--- src/rtl/ssc_pkg.sv ---
package ssc_pkg;
    localparam int NOM_W  = 16;
    localparam int FRAC_W = 16;
    localparam int MAG_W  = NOM_W + FRAC_W;

    typedef enum logic { DIR_UP = 1'b0, DIR_DOWN = 1'b1 } ramp_dir_e;
endpackage

--- src/rtl/ssc_depth_calc.sv ---
module ssc_depth_calc #(
    parameter int NOM_W  = 16,
    parameter int FRAC_W = 16,
    parameter int LIMIT  = 393
) (
    input  logic [NOM_W-1:0]        nom,
    input  logic [FRAC_W-1:0]       frac,
    output logic [NOM_W+FRAC_W-1:0] depth
);
    localparam logic [FRAC_W-1:0] LIMIT_V = FRAC_W'(LIMIT);
    logic [FRAC_W-1:0] frac_eff;

    always_comb begin
        frac_eff = (frac > LIMIT_V) ? LIMIT_V : frac;
        depth    = (NOM_W+FRAC_W)'(nom) * (NOM_W+FRAC_W)'(frac_eff);
    end
endmodule

--- src/rtl/ssc_ramp_step.sv ---
module ssc_ramp_step #(
    parameter int MAG_W  = 32,
    parameter int STEP_W = 24
) (
    input  logic              going_down,
    input  logic [MAG_W-1:0]  mag,
    input  logic [STEP_W-1:0] step,
    input  logic [MAG_W-1:0]  depth,
    output logic [MAG_W-1:0]  mag_next
);
    logic [MAG_W:0] step_x;
    logic [MAG_W:0] sum_x;

    always_comb begin
        step_x = (MAG_W+1)'(step);
        sum_x  = {1'b0, mag} + step_x;
        if (going_down) begin
            // frequency falls: amount below nominal grows, capped at depth
            mag_next = (sum_x > {1'b0, depth}) ? depth : sum_x[MAG_W-1:0];
        end else begin
            // frequency rises: amount below nominal shrinks, floored at zero
            mag_next = ({1'b0, mag} >= step_x) ? (mag - step_x[MAG_W-1:0]) : '0;
        end
    end
endmodule

--- src/rtl/ssc_tri_gen.sv ---
module ssc_tri_gen #(
    parameter int NOM_W  = 16,
    parameter int FRAC_W = 16,
    parameter int HALF_W = 16,
    parameter int STEP_W = 24,
    parameter int LIMIT  = 393
) (
    input  logic                    clk,
    input  logic                    rst_n,
    input  logic                    spread_en,
    input  logic [NOM_W-1:0]        nom_word,
    input  logic [FRAC_W-1:0]       spread_frac,
    input  logic [HALF_W-1:0]       half_len,
    input  logic [STEP_W-1:0]       step,
    output logic [NOM_W+FRAC_W-1:0] freq_word,
    output logic [NOM_W+FRAC_W:0]   offset
);
    import ssc_pkg::*;
    localparam int MW = NOM_W + FRAC_W;

    typedef struct packed {
        logic              active;
        ramp_dir_e         dir;
        logic [HALF_W-1:0] cnt;
        logic [HALF_W-1:0] half;
        logic [STEP_W-1:0] stp;
        logic [NOM_W-1:0]  nom;
        logic [MW-1:0]     depth;
        logic [MW-1:0]     mag;
    } gen_state_t;

    gen_state_t st_d, st_q;
    logic [MW-1:0]     depth_new;
    logic [MW-1:0]     mag_step;
    logic [HALF_W-1:0] half_eff;
    logic              half_last;

    ssc_depth_calc #(.NOM_W(NOM_W), .FRAC_W(FRAC_W), .LIMIT(LIMIT)) u_depth (
        .nom   (nom_word),
        .frac  (spread_frac),
        .depth (depth_new)
    );

    ssc_ramp_step #(.MAG_W(MW), .STEP_W(STEP_W)) u_step (
        .going_down (st_q.dir == DIR_DOWN),
        .mag        (st_q.mag),
        .step       (st_q.stp),
        .depth      (st_q.depth),
        .mag_next   (mag_step)
    );

    always_comb begin
        half_eff  = (st_q.half == '0) ? HALF_W'(1) : st_q.half;
        half_last = (st_q.cnt == half_eff - HALF_W'(1));
        st_d      = st_q;
        if (!spread_en) begin
            st_d.active = 1'b0;
            st_d.dir    = DIR_UP;
            st_d.cnt    = '0;
            st_d.mag    = '0;
            st_d.nom    = nom_word;
        end else if (!st_q.active || (half_last && st_q.dir == DIR_DOWN)) begin
            // period start: capture constants, sit at the minimum point
            st_d.active = 1'b1;
            st_d.dir    = DIR_UP;
            st_d.cnt    = '0;
            st_d.half   = half_len;
            st_d.stp    = step;
            st_d.nom    = nom_word;
            st_d.depth  = depth_new;
            st_d.mag    = depth_new;
        end else begin
            st_d.mag = mag_step;
            if (half_last) begin
                st_d.cnt = '0;
                st_d.dir = DIR_DOWN;
            end else begin
                st_d.cnt = st_q.cnt + HALF_W'(1);
            end
        end
    end

    always_ff @(posedge clk or negedge rst_n) begin
        if (!rst_n) st_q <= '0;
        else        st_q <= st_d;
    end

    assign freq_word = {st_q.nom, {FRAC_W{1'b0}}} - st_q.mag;
    assign offset    = -{1'b0, st_q.mag};

    // plain views of state for the bound checker
    logic              chk_active;
    logic              chk_down;
    logic [HALF_W-1:0] chk_cnt;
    logic [MW-1:0]     chk_mag;
    logic [MW-1:0]     chk_depth;
    logic [STEP_W-1:0] chk_step;
    logic [HALF_W-1:0] chk_half;
    logic [NOM_W-1:0]  chk_nom;
    assign chk_active = st_q.active;
    assign chk_down   = (st_q.dir == DIR_DOWN);
    assign chk_cnt    = st_q.cnt;
    assign chk_mag    = st_q.mag;
    assign chk_depth  = st_q.depth;
    assign chk_step   = st_q.stp;
    assign chk_half   = st_q.half;
    assign chk_nom    = st_q.nom;
endmodule

--- config.mk ---
export PLATFORM = sky130hd
export DESIGN_NAME = ssc_tri_gen
export DESIGN_NICKNAME = d
export VERILOG_FILES = /design/src/rtl/ssc_pkg.sv /design/src/rtl/ssc_depth_calc.sv /design/src/rtl/ssc_ramp_step.sv /design/src/rtl/ssc_tri_gen.sv
export SDC_FILE = /design/constraint.sdc
export NUM_CORES = 1
export LEC_CHECK = 0
export CAP_MARGIN = 0
export CORE_MARGIN = 1.5
export CORE_UTILIZATION = 45
export CTS_CLUSTER_DIAMETER = 200
export DETAILED_ROUTE_END_ITERATION = 7
export PLACE_DENSITY = 0.72
export SYNTH_ARGS = -nofsm -noshare
export SYNTH_HDL_FRONTEND = slang
export SYNTH_HIERARCHICAL = 1
export SYNTH_SLANG_ARGS = --single-unit
--- constraint.sdc ---
create_clock -name clk -period 6.2 [get_ports clk]
set_input_delay 1.55 -clock clk [delete_from_list [all_inputs] [get_ports clk]]
set_output_delay 1.55 -clock clk [all_outputs]
set_load 0.05 [all_outputs]
==> results of run 1 <==
placed cells by master, fill, tap and decap left out, types with 15 or more instances in the layout:
cell	n
inv_1	312
ha_1	186
fa_1	185
buf_4	172
nand2_1	147
dfrtp_1	138
clkdlybuf4s50_1	116
conb_1	112
xnor2_1	97
a21oi_1	84
nor2_1	80
mux2_4	68
nor3_1	49
and3_1	49
xor2_1	46
o21ai_0	39
a22o_1	33
and2_1	29
nand3_1	29
o21ai_1	27
buf_6	24
mux2i_1	22
nand2b_1	21
mux2_2	21
inv_2	21
and3_4	21
nand2_2	20
nand4_1	18
a21o_1	18
clkbuf_16	17
ha_4	15
flip-flops by register name, summed over array words and instances (netlist names):
register and cells:
chk_mag 32, chk_down 1, chk_cnt 16, chk_half 16
chk_active 1, chk_step 24, chk_depth 32, chk_nom 16
stage by stage:
| step | cells | instance area [sq um] |
|---|---|---|
| after floorplan | 2306 | 21200 |
| after global placement | 3088 | 23800 |
| after detailed placement | 3088 | 23800 |
| after CTS | 3147 | 25000 |
| after global routing | 3160 | 25400 |
| final | 3160 | 25400 |
final cells by class:
| cell class | count | area (sq um) |
|---|---|---|
| repair buffers | 335 | 3020 |
| fillers | 3707 | 18900 |
| flip-flops and latches | 138 | 3450 |
| well taps | 592 | 741 |
| inverters | 334 | 1250 |
| clock buffers | 21 | 470 |
| clock inverters | 11 | 168 |
| multi-input cells | 1729 | 16300 |
cells by family (layout without fill, tap and decap cells):
group           after synthesis  in the layout  synth area share (%)
xor+xnor                    152            152                  6.58
buf+inv                     439            701                  9.22
other cells                   2            112                0.0371
mux                         111            111                  7.30
simple gates                576            576                  14.6
fa+ha+maj                   398            398                  31.9
compound gates              380            380                  13.3
flops                       138            138                  17.1
cells in the mapped netlist (7+ instances only):
master | number | area share [%]
buf_1 | 7 | 0.13
mux2i_1 | 22 | 1.1
buf_2 | 22 | 0.54
o31ai_1 | 14 | 0.52
buf_4 | 22 | 0.82
mux2_4 | 68 | 5.0
nand4_1 | 18 | 0.56
a211oi_1 | 11 | 0.41
a21o_1 | 18 | 0.67
buf_6 | 13 | 0.72
o21ai_0 | 50 | 1.2
or2_2 | 11 | 0.34
mux2_2 | 21 | 1.2
xor2_1 | 49 | 2.1
and2_1 | 35 | 1.1
and3_1 | 70 | 2.2
nor4_1 | 15 | 0.46
or3_1 | 13 | 0.40
fa_1 | 196 | 19
nand2_1 | 171 | 3.2
a22o_1 | 33 | 1.4
clkbuf_1 | 40 | 0.74
xnor2_1 | 103 | 4.5
nand2b_1 | 23 | 0.71
o21a_1 | 14 | 0.52
inv_1 | 332 | 6.2
nand3_1 | 32 | 0.79
nor2_1 | 86 | 1.6
o21ai_1 | 26 | 0.64
nor2b_1 | 11 | 0.34
nor3_1 | 55 | 1.4
a21oi_1 | 101 | 2.5
dfrtp_1 | 138 | 17
o21bai_1 | 10 | 0.37
ha_1 | 202 | 12
worst reg2reg max path, cell delays in order, from the launching register on:
cell and delay [ns]:
dfrtp_1 0.45, ha_1 0.44, inv_1 0.13, a221oi_1 0.47, a21oi_2 0.19, o311ai_2 0.54
nor3b_1 0.16, nor2_1 0.27, o31ai_1 0.15, xnor2_1 0.16, ha_1 0.31, a21o_1 0.16
a21o_1 0.20, a221o_1 0.27, a311oi_1 0.50, o21ai_0 0.15, nand2_1 0.09, a21boi_4 0.38
buf_12 0.25, mux2i_1 0.22, o21ai_1 0.13, a22o_1 0.26
layer usage:
metal	global-route usage [%]	wire (microns)	up-vias
met3	3.01	3180	106
met2	42.9	28400	623
li1	-	-	7968
met5	0	0	-
met1	33.1	24500	8608
met4	7.46	1530	0
final timing paths:
path	start	to	slack (ns)	cells after the start
hold / removal	chk_depth[31]	chk_depth[31]	0.52	1
setup reg to reg	chk_mag[4]	chk_mag[15]	0.23	21
max in group asynchronous	rst_n	chk_step[23]	3.80	2
setup / recovery	spread_frac[11]	chk_depth[25]	-1.11	24
min in group asynchronous	rst_n	chk_step[10]	1.19	1
hold reg to reg	chk_depth[31]	chk_depth[31]	0.52	1
repair_timing:
action                                 in CTS  in global routing
buffers inserted                           30                 17
endpoints found under the hold margin       0                  0
cloned                                      1                  0
pin swaps                                  72                 79
gates resized for setup                   117                 85
setup endpoints to repair                  42                 43
==> out/qor.yml, run 1 <==
floorplanning:
  start_util_pct: 45.7
  placementRows: 77
  dieArea_sq_um: 46300
  fp.dieW_microns: 215
  ios: 140
  dieHeight_microns: 215
  fp.coreArea_sq_um: 44300
critical_path:
  cp_max_fo: 4
  cpMostUsedCell: "fa_1"
  critPathSlowestCell: "fa_1"
  critPathCaptureType: "register"
  crit_family: "adder cells"
  critical_path_arrival_ns: 7.63
  cp.required_ns: 6.52
  slowest_delay_ns: 0.57
  critPathLaunchType: "primary input"
  worstSetupPathType: "in2reg"
  cp_cell_sequence: "buf_6 > nor4_4 > nand2_2 > a31oi_4 > buf_12 > and2_4 > buf_4 > nand2_1 > fa_1 > fa_2 > fa_2 > inv_1 > fa_1 > fa_1 > fa_1 > ha_4 > o211ai_1 > o21ai_1 > o211ai_1 > buf_4 > a211oi_4 > o221ai_2 > xnor2_1 > mux2_4"
  path_buf_inv: 5
place:
  place.detailed.hpwl_microns: 45400
  place_ws_ns: -1.78
  io_buffers: 139
  gp_congestion: 0.992
synth:
  synth_edf_count: 0
  async_reset_ff_share_pct: 100
  synth_warnings: 6
  ys.flop_type: "dfrtp_1"
  synth_cells: 2196
  synth_seq_cells: 138
  syn_area_sq_um: 20200
  ys_types: 104
  yosysSeqAreaShare_pct: 17.1
  syn_avg_cell_area_sq_um: 9.22
sta:
  fin_crit_sh_pct: 118
  relSlewSlack_pct: 32.2
  fin_crit_ns: 7.31
  timing.final.max_slew_violations: 0
  hold_slack_ns: 0.523
  setup_tns_ns: -32.35
  skew_ns: 0.0153
  worst_pin_slew_ns: 1.02
  finalWorstSetupSlack_ns: -1.11
  rsz0062_at_grt: "yes"
  hold_viol: 0
  finalSetupViolations: 38
  fmax_ghz: 0.137
routing:
  drc: 0
  wirelength_microns: 57700
  drtAntennaViolNets: 0
  first_pass_iters: 6
  via_per_inst: 5.48
  drt_iter0_drc: 1319
  vias: 17300
  avgRoutedWirePerCell_microns: 18.2
global_route:
  overflow: 0
  track_usage_pct: 25.0
  grt_first_pass_wirelength_microns: 93600
  grt_pass1_vias: 18100
  antenna_found_initial: 0
  grt_start_max_net_pins: 101
cells_and_area:
  nNetsFinal: 3028
  drive_gt1_share_pct: 21.3
  antennaDiodeCount: 0
  area_growth_syn_to_layout_pct: 25.5
  final_util_pct: 57.3
cts:
  tritoncts: "built"
  cts-buffers-inserted: 17
  cts.path.max_buffers: 2
  ctsHoldBuffers: 0
  root_buffer: "clkbuf_16"
  clock-sinks: 138
  insertion_delay_ns: 0.45
  path_clk_slew_ns: 0.06
  htreeDepth: 4
min_path:
  hp-class: "reg2reg"
status:
  violations: "setup timing"
  status: "finished with violations"
run:
  drv_cap: 0
Power of run 1 is left out: the tool's default activity adds up to more than one toggle a clock period on the data nets, which glitch-free logic cannot reach.
==> run 2: changes to the inputs <==
CAP_MARGIN = 15   (was 0)
==> results of run 2 <==
No change in the layout: final DEF, timing and power equal those of run 1.
Power of run 2 is left out for the same reason.
==> run 3: changes to the inputs <==
PLACE_DENSITY = unset   (was 0.72)
==> out/qor.yml, run 3 (same netlist as run 1, synthesis figures left out) <==
sta:
  fmax_ghz: 0.141  # +2.9%
  finalSetupViolations: 38  # unchanged
  finalWorstSetupSlack_ns: -0.906  # +0.204 ns
  relSlewSlack_pct: 40.3  # +8.1 points
  hold_viol: 0  # unchanged
  timing.final.max_slew_violations: 0  # unchanged
  skew_ns: 0.0127  # -0.00267 ns
  fin_crit_sh_pct: 115  # -3.3 points
  rsz0062_at_grt: "yes"
  hold_slack_ns: 0.514  # -0.00929 ns
  worst_pin_slew_ns: 0.895  # -0.123 ns
  fin_crit_ns: 7.11  # -0.204 ns
critical_path:
  cp_cell_sequence: "buf_6 > nor4_4 > nand2_2 > a31oi_4 > buf_6 > and2_4 > buf_4 > nand2_2 > fa_1 > fa_1 > inv_1 > fa_1 > fa_1 > fa_1 > inv_1 > fa_1 > inv_2 > ha_4 > or3_2 > o211ai_1 > buf_4 > a21oi_2 > xor2_2 > mux2_4"
  critPathSlowestCell: "fa_1"
  critical_path_arrival_ns: 7.44  # -0.19 ns
  crit_family: "adder cells"
  cp.required_ns: 6.53  # about the same
  critPathLaunchType: "primary input"
  cp_max_fo: 6  # +2
  critPathCaptureType: "register"
  path_buf_inv: 7  # +2
  worstSetupPathType: "in2reg"
  slowest_delay_ns: 0.51  # -0.06 ns
  cpMostUsedCell: "fa_1"
cts:
  insertion_delay_ns: 0.45  # about the same
  cts-buffers-inserted: 17  # unchanged
  cts.path.max_buffers: 2  # unchanged
  tritoncts: "built"
  path_clk_slew_ns: 0.06  # about the same
  clock-sinks: 138  # unchanged
  root_buffer: "clkbuf_16"
  htreeDepth: 4  # unchanged
global_route:
  track_usage_pct: 25.3  # +0.24 points
  grt_pass1_vias: 17400  # -3.9%
  grt_start_max_net_pins: 51  # -50%
  antenna_found_initial: 0  # unchanged
  overflow: 0  # unchanged
  grt_first_pass_wirelength_microns: 92600  # -1.1%
routing:
  first_pass_iters: 7  # +1
  via_per_inst: 5.33  # -2.7%
  avgRoutedWirePerCell_microns: 18.3  # +0.11%
  drt_iter0_drc: 976  # -26%
  drtAntennaViolNets: 0  # unchanged
  drc: 0  # unchanged
  vias: 16800  # -2.7%
  wirelength_microns: 57700  # about the same
floorplanning:
  fp.dieW_microns: 215  # unchanged
  fp.coreArea_sq_um: 44300  # unchanged
  start_util_pct: 45.7  # unchanged
  dieHeight_microns: 215  # unchanged
  ios: 140  # unchanged
  placementRows: 77  # unchanged
  dieArea_sq_um: 46300  # unchanged
place:
  place.detailed.hpwl_microns: 46300  # +2.1%
  place_inst: 3093  # +0.16%
  io_buffers: 139  # unchanged
  gp_congestion: 0.911  # -8.1%
cells_and_area:
  antennaDiodeCount: 0  # unchanged
  layout_commonest_cell: "inv_1"
  nFillCells: 3941  # +6.3%
  final_cell_mix: "inv_1 (316), fa_1 (184), ha_1 (181), buf_4 (173), nand2_1 (146)"
  area_growth_syn_to_layout_pct: 25.3
  drive_gt1_share_pct: 21.1  # -0.23 points
  final_cell_count_no_fill: 3159  # -0.032%
  nNetsFinal: 3027  # -0.033%
run:
  drv_cap: 0  # unchanged
min_path:
  hp-class: "reg2reg"
status:
  status: "finished with violations"
  violations: "setup timing"
==> run 3: cell count changes in the layout (fill, tap and decap cells not counted), moves of 4 or more <==
cell / change
ha_1: -5
a21oi_4: -4
clkdlybuf4s15_2: -4
inv_1: +4
inv_2: -4
inv_6: +4
==> run 3: per-stage QoR <==
| step | worst slack, ns | util [%] | instance area, sq um | setup TNS, ns |
|---|---|---|---|---|
| floorplan | -0.946 | - | 21200 | -22.61 |
| global placement | -1.69 | 53.8 | 23800 | -56.69 |
| detailed placement | -1.74 | 53.8 | 23800 | -59.47 |
| CTS | -0.873 | 56.6 | 25100 | -23.71 |
| global route | -1.09 | 57.2 | 25300 | -33.23 |
| finish | -0.906 | 57.2 | 25300 | -25.81 |
==> run 3: final cells by class <==
cell class	count	area [sq um]	share of cell area, %
Timing Repair Buffer	333	2950	11.6
Clock inverter	14	209	0.824
Tap cell	592	741	2.92
Clock buffer	18	429	1.69
Inverter	334	1250	4.95
Multi-Input combinational cell	1730	16300	64.4
Sequential cell	138	3450	13.6
==> run 3: routing by layer <==
layer  share of wire [%]  GRT usage (%)  vias up  wire (microns)
met5                   0              0        -               0
met4                 2.8           8.18        0            1620
met3                 4.3           3.23       68            2480
met2                  48           42.8      395           28000
met1                  44           33.5     8395           25700
li1                    -              -     7977               -
==> run 3: path summary, 6_finish.rpt <==
path                                  from            end  slack, ns  cells after the start
setup / recovery           spread_frac[15]  chk_depth[17]      -0.91                     24
hold / removal                  chk_nom[7]     chk_nom[7]       0.51                      1
setup reg to reg                chk_mag[2]    chk_mag[22]       0.33                     21
hold reg to reg                 chk_nom[7]     chk_nom[7]       0.51                      1
max in group asynchronous            rst_n     chk_nom[5]       4.10                      2
min in group asynchronous            rst_n   chk_step[16]       1.04                      1
==> run 3: what timing repair did <==
action | in CTS | in global routing
hold buffers | 0 | 0
gates resized for setup | 132 | 55
setup buffers | 28 | 9
pin swaps | 67 | 46
setup endpoints to repair | 42 | 49
cloned | 1 | 0
Power of run 3 is left out for the same reason.
